File: src/rtl/pwrseq_pkg.sv
package pwrseq_pkg;

    typedef enum logic [1:0] {
        SQ_IDLE     = 2'd0,
        SQ_PWR_WAIT = 2'd1,
        SQ_OSC_WAIT = 2'd2,
        SQ_RELEASE  = 2'd3
    } sq_state_t;

    typedef enum logic [1:0] {
        TRG_NONE = 2'd0,
        TRG_POR  = 2'd1,
        TRG_BOR  = 2'd2,
        TRG_WAKE = 2'd3
    } trg_kind_t;

    typedef struct packed {
        logic run_pwr;
        logic run_osc;
    } phase_plan_t;

    // Fixed priority: power-on, then brown-out, then wake (wake only when idle).
    function automatic trg_kind_t pick_trigger(input logic por, input logic bor,
                                               input logic wake, input logic busy);
        if (por)                return TRG_POR;
        else if (bor)           return TRG_BOR;
        else if (wake && !busy) return TRG_WAKE;
        else                    return TRG_NONE;
    endfunction

    function automatic phase_plan_t plan_for(input trg_kind_t kind, input logic pwrt_en,
                                             input logic rc_mode);
        phase_plan_t p;
        p.run_osc = !rc_mode;
        unique case (kind)
            TRG_POR:  p.run_pwr = pwrt_en;
            TRG_BOR:  p.run_pwr = pwrt_en | rc_mode;
            default:  p.run_pwr = 1'b0;
        endcase
        if (kind == TRG_NONE) p.run_osc = 1'b0;
        return p;
    endfunction

endpackage

File: src/rtl/trigger_decode.sv
module trigger_decode
    import pwrseq_pkg::*;
(
    input  logic        por,
    input  logic        bor,
    input  logic        wake,
    input  logic        busy,
    input  logic        pwrt_en,
    input  logic        rc_mode,
    output logic        start,
    output phase_plan_t plan
);
    trg_kind_t kind;

    always_comb begin
        kind  = pick_trigger(por, bor, wake, busy);
        start = (kind != TRG_NONE);
        plan  = plan_for(kind, pwrt_en, rc_mode);
    end

endmodule

File: src/rtl/phase_counter.sv
module phase_counter #(
    parameter int LIMIT = 1024
) (
    input  logic clk,
    input  logic rst,
    input  logic clr,
    input  logic step,
    output logic last
);
    localparam int W = (LIMIT > 1) ? $clog2(LIMIT) : 1;
    localparam logic [W-1:0] TOP = W'(LIMIT - 1);

    logic [W-1:0] cnt;

    assign last = step && (cnt == TOP);

    always_ff @(posedge clk) begin
        if (rst || clr) begin
            cnt <= '0;
        end else if (step) begin
            cnt <= (cnt == TOP) ? '0 : cnt + 1'b1;
        end
    end

    // The count never leaves its range.
    p_count_in_range_r2: assert property (@(posedge clk) disable iff (rst)
        cnt <= TOP);

endmodule

File: src/rtl/seq_fsm.sv
module seq_fsm
    import pwrseq_pkg::*;
(
    input  logic        clk,
    input  logic        rst,
    input  logic        start,
    input  phase_plan_t plan,
    input  logic        pwr_last,
    input  logic        osc_last,
    output sq_state_t   state,
    output logic        hold_rst,
    output logic        done
);
    sq_state_t state_nx;
    logic      osc_pend;
    logic      osc_pend_nx;

    always_comb begin
        state_nx    = state;
        osc_pend_nx = osc_pend;
        if (start) begin
            osc_pend_nx = plan.run_osc;
            if (plan.run_pwr)      state_nx = SQ_PWR_WAIT;
            else if (plan.run_osc) state_nx = SQ_OSC_WAIT;
            else                   state_nx = SQ_RELEASE;
        end else begin
            unique case (state)
                SQ_PWR_WAIT: if (pwr_last) state_nx = osc_pend ? SQ_OSC_WAIT : SQ_RELEASE;
                SQ_OSC_WAIT: if (osc_last) state_nx = SQ_RELEASE;
                SQ_RELEASE:  state_nx = SQ_IDLE;
                default:     state_nx = SQ_IDLE;
            endcase
        end
    end

    always_ff @(posedge clk) begin
        if (rst) begin
            state    <= SQ_IDLE;
            osc_pend <= 1'b0;
        end else begin
            state    <= state_nx;
            osc_pend <= osc_pend_nx;
        end
    end

    assign hold_rst = (state != SQ_IDLE);
    assign done     = (state == SQ_RELEASE);

    // The done pulse lasts one cycle unless a new strobe restarts the sequence.
    p_done_single_r8: assert property (@(posedge clk) disable iff (rst)
        (done && !start) |=> !done);
    // The hold drops in the cycle after release.
    p_hold_drops_r8: assert property (@(posedge clk) disable iff (rst)
        (done && !start) |=> !hold_rst);
    // The clock count never goes back to the tick wait without a new strobe.
    p_osc_after_pwr_r2: assert property (@(posedge clk) disable iff (rst)
        (state == SQ_OSC_WAIT && !start) |=> state != SQ_PWR_WAIT);

endmodule

File: src/rtl/pwrup_sequencer.sv
module pwrup_sequencer
    import pwrseq_pkg::*;
#(
    parameter int PWR_TICKS  = 72,
    parameter int OSC_CYCLES = 1024
) (
    input  logic clk,
    input  logic rst,
    input  logic por_trig,
    input  logic bor_trig,
    input  logic wake_trig,
    input  logic pwrt_en,
    input  logic osc_is_rc,
    input  logic tick,
    output logic hold_rst,
    output logic done
);
    logic        start;
    phase_plan_t plan;
    sq_state_t   state;
    logic        pwr_step;
    logic        osc_step;
    logic        pwr_last;
    logic        osc_last;

    trigger_decode u_decode (
        .por     (por_trig),
        .bor     (bor_trig),
        .wake    (wake_trig),
        .busy    (hold_rst),
        .pwrt_en (pwrt_en),
        .rc_mode (osc_is_rc),
        .start   (start),
        .plan    (plan)
    );

    assign pwr_step = (state == SQ_PWR_WAIT) && tick && !start;
    assign osc_step = (state == SQ_OSC_WAIT) && !start;

    phase_counter #(.LIMIT(PWR_TICKS)) u_pwr_cnt (
        .clk  (clk),
        .rst  (rst),
        .clr  (start),
        .step (pwr_step),
        .last (pwr_last)
    );

    phase_counter #(.LIMIT(OSC_CYCLES)) u_osc_cnt (
        .clk  (clk),
        .rst  (rst),
        .clr  (start),
        .step (osc_step),
        .last (osc_last)
    );

    seq_fsm u_fsm (
        .clk      (clk),
        .rst      (rst),
        .start    (start),
        .plan     (plan),
        .pwr_last (pwr_last),
        .osc_last (osc_last),
        .state    (state),
        .hold_rst (hold_rst),
        .done     (done)
    );

    // Without a tick the tick wait does not advance.
    p_tick_gates_wait_r10: assert property (@(posedge clk) disable iff (rst)
        (state == SQ_PWR_WAIT && !tick && !por_trig && !bor_trig) |=> state == SQ_PWR_WAIT);
    // A wake strobe during the clock count leaves it running.
    p_wake_ignored_r7: assert property (@(posedge clk) disable iff (rst)
        (state == SQ_OSC_WAIT && wake_trig && !por_trig && !bor_trig && !osc_last)
        |=> state == SQ_OSC_WAIT);
    // The hold is low in the cycle after reset.
    p_reset_idle_r1: assert property (@(posedge clk)
        rst |=> (!hold_rst && !done));

endmodule

File: config.mk
export PLATFORM = sky130hd
export DESIGN_NAME = pwrup_sequencer
export DESIGN_NICKNAME = d
export VERILOG_FILES = /design/src/rtl/pwrseq_pkg.sv /design/src/rtl/trigger_decode.sv /design/src/rtl/phase_counter.sv /design/src/rtl/seq_fsm.sv /design/src/rtl/pwrup_sequencer.sv
export SDC_FILE = /design/constraint.sdc
export NUM_CORES = 1
export LEC_CHECK = 0
export ABC_AREA = 1
export BUFFER_PORTS_ARGS = -buffer_cell sky130_fd_sc_hd__buf_2
export CAP_MARGIN = 40
export CORE_MARGIN = 3
export CORE_UTILIZATION = 40
export DETAILED_ROUTE_END_ITERATION = 7
export HOLD_SLACK_MARGIN = 0.02
export SYNTH_ARGS = -nofsm -noshare
export SYNTH_HDL_FRONTEND = slang
export SYNTH_SLANG_ARGS = --single-unit
File: constraint.sdc
create_clock -name clk -period 1.5 [get_ports clk]
set_input_delay 0.225 -clock clk [delete_from_list [all_inputs] [get_ports clk]]
set_output_delay 0.225 -clock clk [all_outputs]
set_load 0.05 [all_outputs]
After elaboration in Yosys (flattened, before gate mapping):

Index checks and enable logic that the tools add are counted.

* flip-flop bits (word level): 20
* input bits: 8
* output and inout bits: 2
* logic and storage cells: 44

* add/subtract/negate cells: 2
* equal/unequal tests: 9
* multiplexer cells: 14
* bitwise operators: 1
* reduce and logical (&&, ||, !) cells: 14

Operators by type and width (count)
* 2-bit two-way mux: 7
* 10-bit by 1-bit adder with 10-bit output (second input constant): 1
* 10-bit equality test (second input constant): 1
* 10-bit two-way mux: 1
* 7-bit by 1-bit adder with 7-bit output (second input constant): 1
* 7-bit equality test (second input constant): 1
* 7-bit two-way mux: 1
* 2-bit equality test (second input constant): 3
* 1-bit logical AND: 6
* 3-bit inequality test (second input constant): 2
* 2-bit by 1-bit equality test with 1-bit output (second input constant): 2
* 2-bit one-hot mux with 2 select lines: 1
* 2-bit nonzero test: 2
* 1-bit zero test: 3
* 1-bit two-way mux: 3
* 2-bit zero test: 1
* 1-bit one-hot mux with 2 select lines: 1
* 2-bit AND reduction: 1
* 1-bit logical OR: 1
* 1-bit OR: 1

Logic depth before layout (Yosys ltp):

Gate-level depths: netlist of run 1.

* depth in word-level cells: 13
* mapped depth: 10
* mapped depth without buffers: 10

Hierarchy:

From an unflattened synthesis of run 1, not the netlist that was laid out.

* cells, all modules: 188
* area, all modules: 1295.0 um^2

Modules (own cells, without submodules)
* phase_counter at u_osc_cnt: times used 1, cells each 80, area an instance 560.5 um^2, seq. area each 200.2 um^2
* phase_counter at u_pwr_cnt: times used 1, cells each 56, area an instance 420.4 um^2, seq. area each 140.1 um^2
* seq_fsm: times used 1, cells each 35, area an instance 241.5 um^2, seq. area each 60.1 um^2
* trigger_decode: times used 1, cells each 9, area an instance 42.5 um^2, seq. area each 0.0 um^2
* pwrup_sequencer: times used 1, cells each 8, area an instance 30.0 um^2, seq. area each 0.0 um^2

Least setup slack after synthesis of run 1:

Ideal clock, no wire load.

* kind: reg2reg
* start: register u_fsm.state[0]
* end: register u_osc_cnt.cnt[4]
* setup time: 0.117 ns
* arrival time: 1.344 ns
* required time: 1.383 ns
* setup slack: 0.038 ns
* cell stages (with the launch flop): 10
* path buffers: 0
* clock period less this slack: 1.462 ns
* cell sequence: dfxtp_1 inv_1 ha_1 nand2_1 nand2_4 nor2_8 inv_2 nor2_2 xor2_1 nor2_1

* word-level cells in the longest chain between the ends: 9
* elaborated cells on any way between the ends: 11
* classes of those cells: eq/ne (1); mux (3); reduce/logical (7)

Ends and longest elaborated chain
* start: declaration: line seq_fsm.sv:10 `output sq_state_t state,`
* start signal: assignment: line seq_fsm.sv:41 `state <= state_nx;`
* 2-bit nonzero test: line seq_fsm.sv:46 `assign hold_rst = (state != SQ_IDLE);`
* 1-bit zero test: line pwrseq_pkg.sv:27 `else if (wake && !busy) return TRG_WAKE;`
* 1-bit logical AND: line pwrseq_pkg.sv:27
* 2-bit two-way mux: line pwrseq_pkg.sv:27
* 2-bit two-way mux: line pwrseq_pkg.sv:26 `else if (bor) return TRG_BOR;`
* 2-bit two-way mux: line pwrseq_pkg.sv:25 `if (por) return TRG_POR;`
* 2-bit nonzero test: line trigger_decode.sv:17 `start = (kind != TRG_NONE);`
* 1-bit zero test: line pwrup_sequencer.sv:38 `assign osc_step = (state == SQ_OSC_WAIT) && !start;`
* 1-bit logical AND: line pwrup_sequencer.sv:38
* end signal: assignment: line phase_counter.sv:21 `cnt <= (cnt == TOP) ? '0 : cnt + 1'b1;`
* end: declaration: line phase_counter.sv:13 `logic [W-1:0] cnt;`

Parallel ways exist; a longest one is shown, timed or not.
A chain may end at the register's enable or synchronous reset.

Worst setup path in the final report of run 1:

* start: register u_fsm.state[1]
* end: register u_osc_cnt.cnt[5]

The elaborated chain is that of the path after synthesis.

==> results of run 1 <==
-- repair_timing --
action,CTS,global route
setup buffers,2,1
hold endpoints to repair,0,0
pin swaps,2,8
gates resized for setup,2,26
endpoints found under the setup margin,3,17
-- worst paths after layout --
| path | start | endpoint | depth (start not counted) |
|---|---|---|---|
| setup / recovery | u_fsm.state[1] | u_osc_cnt.cnt[5] | 7 |
| hold / removal | osc_is_rc | u_fsm.osc_pend | 3 |
| setup reg to reg | u_fsm.state[1] | u_osc_cnt.cnt[5] | 7 |
| hold reg to reg | u_osc_cnt.cnt[1] | u_osc_cnt.cnt[1] | 2 |
-- metal layers --
metal | global-route usage, % | routed length (µm) | part of all wire [%]
met5 | 0 | 0 | 0
met4 | 4.747 | 26 | 1.1
met3 | 4.575 | 76 | 3.3
met2 | 24.80 | 1148 | 49
met1 | 18.39 | 1068 | 46
-- critical path: stages (launching register included) --
cell,delay [ns]
dfxtp_2,0.34
buf_4,0.14
ha_1,0.19
inv_1,0.16
nor2_8,0.07
buf_6,0.13
and3_1,0.13
nor3_1,0.18
-- area by class of cell --
class,instances,area share (%)
clock buffers,4,2.517
flip-flops and latches,20,27.95
well taps,30,2.604
multi-input cells,118,52.17
inverters,21,5.642
repair buffers,20,9.115
-- power by group --
group	switching, mW	internal (mW)	total (mW)
combinational	0.118	0.0734	0.191
clock	0.168	0.148	0.317
sequential	0.00518	0.540	0.546
-- layout by cell type, fill, tap and decap left out, types with 2 or more instances in the layout --
| cell | n |
|---|---|
| dfxtp_2 | 2 |
| buf_4 | 10 |
| dfxtp_1 | 18 |
| nor2_1 | 22 |
| xor2_1 | 5 |
| inv_1 | 16 |
| a21oi_1 | 9 |
| clkbuf_4 | 3 |
| nand2_4 | 3 |
| nor3_1 | 5 |
| a21oi_2 | 2 |
| nand2_1 | 27 |
| nand3_1 | 10 |
| nor2_2 | 2 |
| nand2_2 | 4 |
| o21ai_0 | 2 |
| nor2_8 | 2 |
| nor2_4 | 5 |
| and3_1 | 2 |
| ha_1 | 5 |
| buf_2 | 9 |
| inv_2 | 4 |
-- flip-flops by register name (all words and copies together) (netlist names) --
signal	cells
u_osc_cnt.cnt	10
u_pwr_cnt.cnt	7
u_fsm.state	2
u_fsm.osc_pend	1
-- cells in the mapped netlist, drive strengths merged --
master and instances:
nor2 31, or2 1, a31oi 1, nand4 1
nor3b 1, o211ai 1, nor3 5, nand2 35
and3 2, xor2 5, ha 6, xnor2 1
dfxtp 20, a21oi 11, o21ai 3, mux2i 1
a21boi 1, inv 21, o211a 1, nand3 11
-- logic make-up after synthesis --
logic type	synth area share, %
muxes	0.8724
AOI/OAI and AO/OA	9.161
DFF	34.90
buffers and inverters	6.871
and+or+nand+nor	37.08
xor gates and xnor gates	4.580
adders and majority gates	6.543
==> results.md, run 1 <==
- The run finished with clean final reports.
- Excluding fillers, the count of instances in the completed layout stands at ~210.
- The starting DRC count in detailed routing is 18.
- Summed over all failing endpoints, the final setup total negative slack is 0 ns.
- The initial antenna violation count was 0.
- The setup clock skew after layout is around 0.003 ns.
- The worst slew margin relative to its limit is 82.50%.
- The pre-antenna-repair detailed-routing pass consisted of 4 iterations.
- The count of endpoints failing setup in the final report is 0.
- The number of cells after detailed placement is just over 200.
- The mean instance size in the synthesized netlist is ~7.2 µm².
- The count of endpoints failing hold in the final timing report was 0.
- For this design, the CTS-stage hold fixing added 0 buffers.
- The die is between 50 and 60 µm wide.
- The synthesized design contains 20 register bits.
- For this run, design rule violations remaining after detail routing come to 0.
- From bottom edge to top edge, the die measures approximately 60 µm.
- The final count of pins violating max slew is 0.
- The net count of the mapped netlist is around 170.
- Ranked by total cell area, the synthesized netlist is headed by dfxtp_1, nand2_1, nor2_1, ha_1, inv_1.
- Registers take between 400 and 500 µm².
- After layout, the minimum clock period comes to 1.417 ns.
- Buffers inserted during clock tree synthesis total 3.
- Across every metal layer, demand over resource in global routing totals between 10 and 15%.
- For the worst-skew pair, the clock arrives at the later sink with an insertion delay of 0.31 ns.
- The placement-stage worst setup slack is -0.02419 ns.
- The diode insertion count for antenna repair is 0.
- The synthesized design devotes to its leading area cell type a little over a third of total area.
- The buffer type at the clock tree root is clkbuf_4.
- The biggest area contributor in the post-synthesis netlist is dfxtp_1.
- The number of different library cells used by synthesis comes to 27.
- The via count of the first global-routing pass is slightly below 1000.
- The fill cell instance count of the final layout is ~240.
- The netlist area before placement is ~1100 µm².
- Summed over all cells, the static leakage comes to between 0.6 and 0.7 nW.
- The type of the worst min-delay path is in -> reg.
- The design draws 1.053 mW.
- For this configuration, the core starts out at a cell density of roughly 44%.
- The floorplan step defined a die boundary enclosing between 3000 and 4000 µm².
- The setup slack of the most critical reg-to-reg path is roughly 0.083 ns.
- Summing all multi-input logic gate instances after layout gives approximately 750 µm².
- Cells fill about 56% of the core in the end.
- Clock-pin slew was measured on the worst setup and hold paths at around 0.11 ns.
- Entering global routing, the biggest net connects 12 pins.
- Data on the critical path is required at its endpoint by around 1.7 ns.
- Setup slack on the critical path of the routed design comes to a little over 0.08 ns.
- The area added between synthesis and finish is 25.63%.
- The wire length of the first global-routing pass is about 4100 µm.
- The weighted congestion at the end of routability-driven global placement is just over 0.8.
- The fraction of the cycle the final worst path needs is 94.48%.
- The top fanout value on the critical path is 6.
- VDD sags by at most approximately 0.00057 V.
- Counting every sink on the clock net gives 20.
- The data arrival time of the critical path is 1.65 ns.
- The number of instances in the synthesized netlist is approximately 160.
- The kind of launch point of the worst setup path is a register.
- Derived from the worst setup path, the maximum achievable clock frequency is between 0.7 and 0.8 GHz.
- In the routed layout, each cell is associated on average with a via count of between 5 and 6.
- The H-tree depth is 1.
- During placement, the flow inserted port buffers numbering 9.
- On the final layout, the worst hold slack is 0.2285 ns.
- The count of vias placed by the detailed router is between 1000 and 1500.
- The total cell area at the placement stage is between 1000 and 1500 µm².
- STA classifies the critical path endpoint as a register.
- The critical path in this run is classified as reg -> reg.
- In this run the remaining antenna-violating nets after routing total 0.
- After legalization and detailed placement, the total HPWL measured approximately 1800 µm.
- The aggregate routed wire length is roughly 2300 µm.
- The total of warnings raised by yosys is 0.
- During I/O placement, the number of pins put on the boundary was 10.
- The clock tree from TritonCTS is yes.
- The proportion of layout cells with a drive suffix above 1 is roughly 29%.
- The number of max-cap violations is 0.
- The maximum clock path buffer count is 2.
- Row generation in the floorplan step produced 18 rows.
- For this run the aggregate overflow at the end of global routing stands at 0.
- At the end of the flow, the number of nets in the layout was 198.
- In this run the power density over the cells is about 730 nW/µm².
- After routing the design area is between 1000 and 1500 µm².
- The routed wire length per instance is between 10 and 15 µm.
- For the pin with the worst max-slew slack, the measured transition is 0.2605 ns.
- The area of the core is ~2600 µm².
- Sequential elements use 34.90% of the synthesized area.
No activity file was read; power rests on OpenSTA's default activity.
==> run 2, diff against run 1 <==
- CORE_UTILIZATION: 40 -> 45
- PLACE_DENSITY: unset -> 0.65
==> run 2 against run 1 <==
  * Clock skew fell by 0.0021 ns
  * First-iteration DRC count increased by 67%
  * Utilization is 5.9 points higher
  * Via count decreased by 2.0%
  * Final cell count is 1.4% lower
  * Combinational power shrank 2%
  * Fmax increased by 1.3%
  * Register-to-register slack improved by 0.03 ns
  * Total power increased by 11%
  * Worst hold slack got worse by 0.020 ns
  * Critical endpoint is now hold_rst
  * Highest routed layer unchanged
==> results.md, run 2 (same netlist as run 1, synthesis figures left out) <==
- The residual DRC count is 0 (unchanged).
- The sink count of the clock tree is 20 (unchanged).
- The clock tree from TritonCTS is yes (unchanged).
- The number of nets still failing antenna checks after routing is 0 (unchanged).
- The total power after layout is 1.173 mW (was 1.053 mW).
- The maximum ir drop on the vdd rail is 0.0005062 V (was 0.0005664 V).
- The die outline width is 56.50 µm (was 59.56 µm).
- The slowest library cell on the worst path is dfxtp_2 (unchanged).
- The count of TritonRoute iterations in the first routing pass was 4 (unchanged).
- The setup clock skew after layout is 0.0009447 ns (was 0.003002 ns).
- The total die area is 3192 µm² (was 3547 µm²).
- The beginning of the worst hold path is osc_is_rc (unchanged).
- The post-route worst setup slack was 0.1016 ns (was 0.08281 ns).
- The startpoint-to-endpoint class of the critical path is reg -> out (was reg -> reg).
- The count of vias placed by the detailed router was 1045 (was 1066).
- The power density over the cells came to 822.2 nW/µm² (was 730.7 nW/µm²).
- The sort of element at the end of the critical path is an output port (was register).
- The clock-pin slew on the worst setup and hold paths came to 0.11 ns (about the same).
- The count of endpoints failing hold in the final timing report is 0 (unchanged).
- The routed wire length per instance was 11.18 µm (was 10.89 µm).
- The internal power of the cells is 882.3 µW (was 762.2 µW).
- The clock network fraction of design power is 37.6% (was 30.1%).
- The total CTS buffers is 3 (unchanged).
- The top fanout value on the critical path is 2 (was 6).
- The aggregate routed wire length is 2347 µm (was 2320 µm).
- The initial antenna violation count was 0 (unchanged).
- The post-route minimum period is 1.398 ns (was 1.417 ns).
- The via count of the first global-routing pass was 989 (was 981).
- The total grt overflow is 0 (unchanged).
- The number of buffers and inverters on the critical path is 3 (unchanged).
- The buffer type at the clock tree root is clkbuf_4 (unchanged).
- The number of non-filler instances in the completed layout is 210 (was 213).
- The proportion of layout cells with a drive suffix above 1 is 27.47% (was 28.96%).
- The quantity of I/O buffers inserted on ports is 9 (unchanged).
- The share of total power in combinational logic came to 15.9% (was 18.1%).
- The share of total power in sequential cells was 46.5% (was 51.8%).
- The starting DRC count in detailed routing is 30 (was 18).
- The count of endpoints failing setup in the final report is 0 (unchanged).
- The diode insertion count for antenna repair is 0 (unchanged).
- The overall routing resource usage is 15.56% (was 14.94%).
- The type of the worst min-delay path is in -> reg (unchanged).
- The later-pin clock latency in the skew report came to 0.30 ns (was 0.31 ns).
- The worst stage delay on the critical path came to 0.35 ns (was 0.34 ns).
- The average vias per placed instance came to 4.976 (was 5.005).
- The origin of the worst setup path was u_fsm.state[1] (unchanged).
- The largest net degree at the start of global routing is 13 (was 12).
- The count of pins on the block boundary was 10 (unchanged).
- The die extent in y is 56.50 µm (was 59.56 µm).
- The number of flip-flops in the largest register is 10 (unchanged).
- The number of placement rows was 17 (was 18).
- The count of nets after finishing is 197 (was 198).
- The weighted congestion at the end of routability-driven global placement is 0.8812 (was 0.8296).
- The kind of cell adding the most delay to the critical path was buffers and inverters (unchanged).
- The post-layout utilization of the core is 61.52% (was 55.65%).
- The final count of pins violating max slew is 0 (unchanged).
- Setup repair after global routing could not meet its margin everywhere.
- The area added between synthesis and finish is 24.32% (was 25.63%).
- The origin of the critical flop-to-flop path was u_fsm.state[1] (unchanged).
- The effective utilization at floorplan was 49.49% (was 44.30%).
- The slew at the pin with the worst max-slew slack is 0.2324 ns (was 0.2605 ns).
- The data required time at the worst endpoint is 1.27 ns (was 1.73 ns).
- Critical-path cell list: inv_2 > ha_4 > inv_1 > buf_2 (was buf_4 > ha_1 > inv_1 > nor2_8 > buf_6 > and3_1 > nor3_1).
- Commonest cells after routing, fill and taps aside: nand2_1, nor2_1, dfxtp_1 (unchanged).
- Top Registers: u_osc_cnt.cnt: 10 flops, u_pwr_cnt.cnt: 7 flops, u_fsm.state: 2 flops (unchanged).
- The data arrival time of the critical path is 1.17 ns (was 1.65 ns).
- The worst slew margin relative to its limit is 84.39% (was 82.50%).
- The switching portion of total power is 24.77% (was 27.63%).
- The H-tree depth is 1 (unchanged).
- The achievable clock frequency was 0.7151 GHz (was 0.7056 GHz).
- The wire length of the first global-routing pass was 4050 µm (was 4071 µm).
- The maximum clock path buffer count was 2 (unchanged).
- The register containing the most flip-flops in the final layout is u_osc_cnt.cnt (unchanged).
- The detailed placer's ending HPWL is 1802 µm (was 1774 µm).
- The area of the core is 2318 µm² (was 2590 µm²).
- The kind of launch point of the worst setup path is a register (unchanged).
- The number of max-cap violations was 0 (unchanged).
- The most common cell after layout, fill and taps aside is nand2_1 (unchanged).
- The placement-stage worst setup slack was -0.04058 ns (was -0.02419 ns).
- The leakage dissipation was 0.5941 nW (was 0.6086 nW).
- The fraction of the cycle the final worst path needs came to 93.23% (was 94.48%).
- Outcome: completed (unchanged).
- The net switching power of the design was 290.5 µW (was 291.0 µW).
- The number of cells after detailed placement is 205 (was 206).
run 2: cell count changes in the layout (fill, tap and decap cells not counted), sizes merged:
cell,change
buf,-1
bufinv,+1
clkbuf,-1
run 2: area by class of cell:
class	count	area [µm²]
clock buffers	3	22.52
repair buffers	19	123.9
multi-input cells	118	729.5
well taps	28	35.03
clock inverters	1	30.03
inverters	21	81.33
flip-flops and latches	20	404.1
fillers	226	892.1
run 2: metrics by stage:
stage | TNS, ns | cell area, µm² | hold slack [ns]
floorplan | 0 | 1147 | 0.3925
global placement | 0 | 1295 | 0.4684
detailed placement | -0.06858 | 1295 | 0.4833
CTS | 0 | 1360 | 0.1951
global route | -0.008024 | 1426 | 0.2082
finish | 0 | 1426 | 0.2082
run 2: power by group through the flow:
stage | sequential (mW) | clock [mW] | combinational, mW
floorplan | 0.557 | 0 | 0.103
global placement | 0.555 | 0 | 0.156
detailed placement | 0.555 | 0 | 0.158
CTS | 0.543 | 0.457 | 0.162
global route | 0.546 | 0.479 | 0.204
finish | 0.545 | 0.441 | 0.187
run 2: timing repair:
| item | CTS | global route |
|---|---|---|
| resized for setup | 2 | 22 |
| pin swaps | 2 | 8 |
| setup buffers | 1 | 0 |
| setup endpoints to repair | 3 | 15 |
| hold buffers | 0 | 0 |
run 2: routing by layer:
| layer | track usage [%] | vias to the layer above | routed length (µm) |
|---|---|---|---|
| li1 | - | 555 | - |
| met1 | 19.13 | 475 | 1038 |
| met2 | 27.56 | 11 | 1224 |
| met3 | 2.069 | 4 | 55 |
| met4 | 5.085 | 0 | 29 |
| met5 | 0 | - | 0 |
run 2: path summary, 6_finish.rpt:
path | cells past startpoint | endpoint | slack [ns]
setup / recovery | 4 | hold_rst | 0.10
hold / removal | 3 | u_fsm.osc_pend | 0.21
setup reg to reg | 9 | u_osc_cnt.cnt[7] | 0.11
hold reg to reg | 2 | u_osc_cnt.cnt[1] | 0.50
run 2: worst reg2reg max path: cells and delay by family (launching register included):
kind	cells	cell delay [ns]
XOR/XNOR	1	0.13
adder cells (fa/ha/maj)	1	0.16
buffers and inverters	2	0.19
flip-flops	1	0.35
AND/OR/NAND/NOR	5	0.47
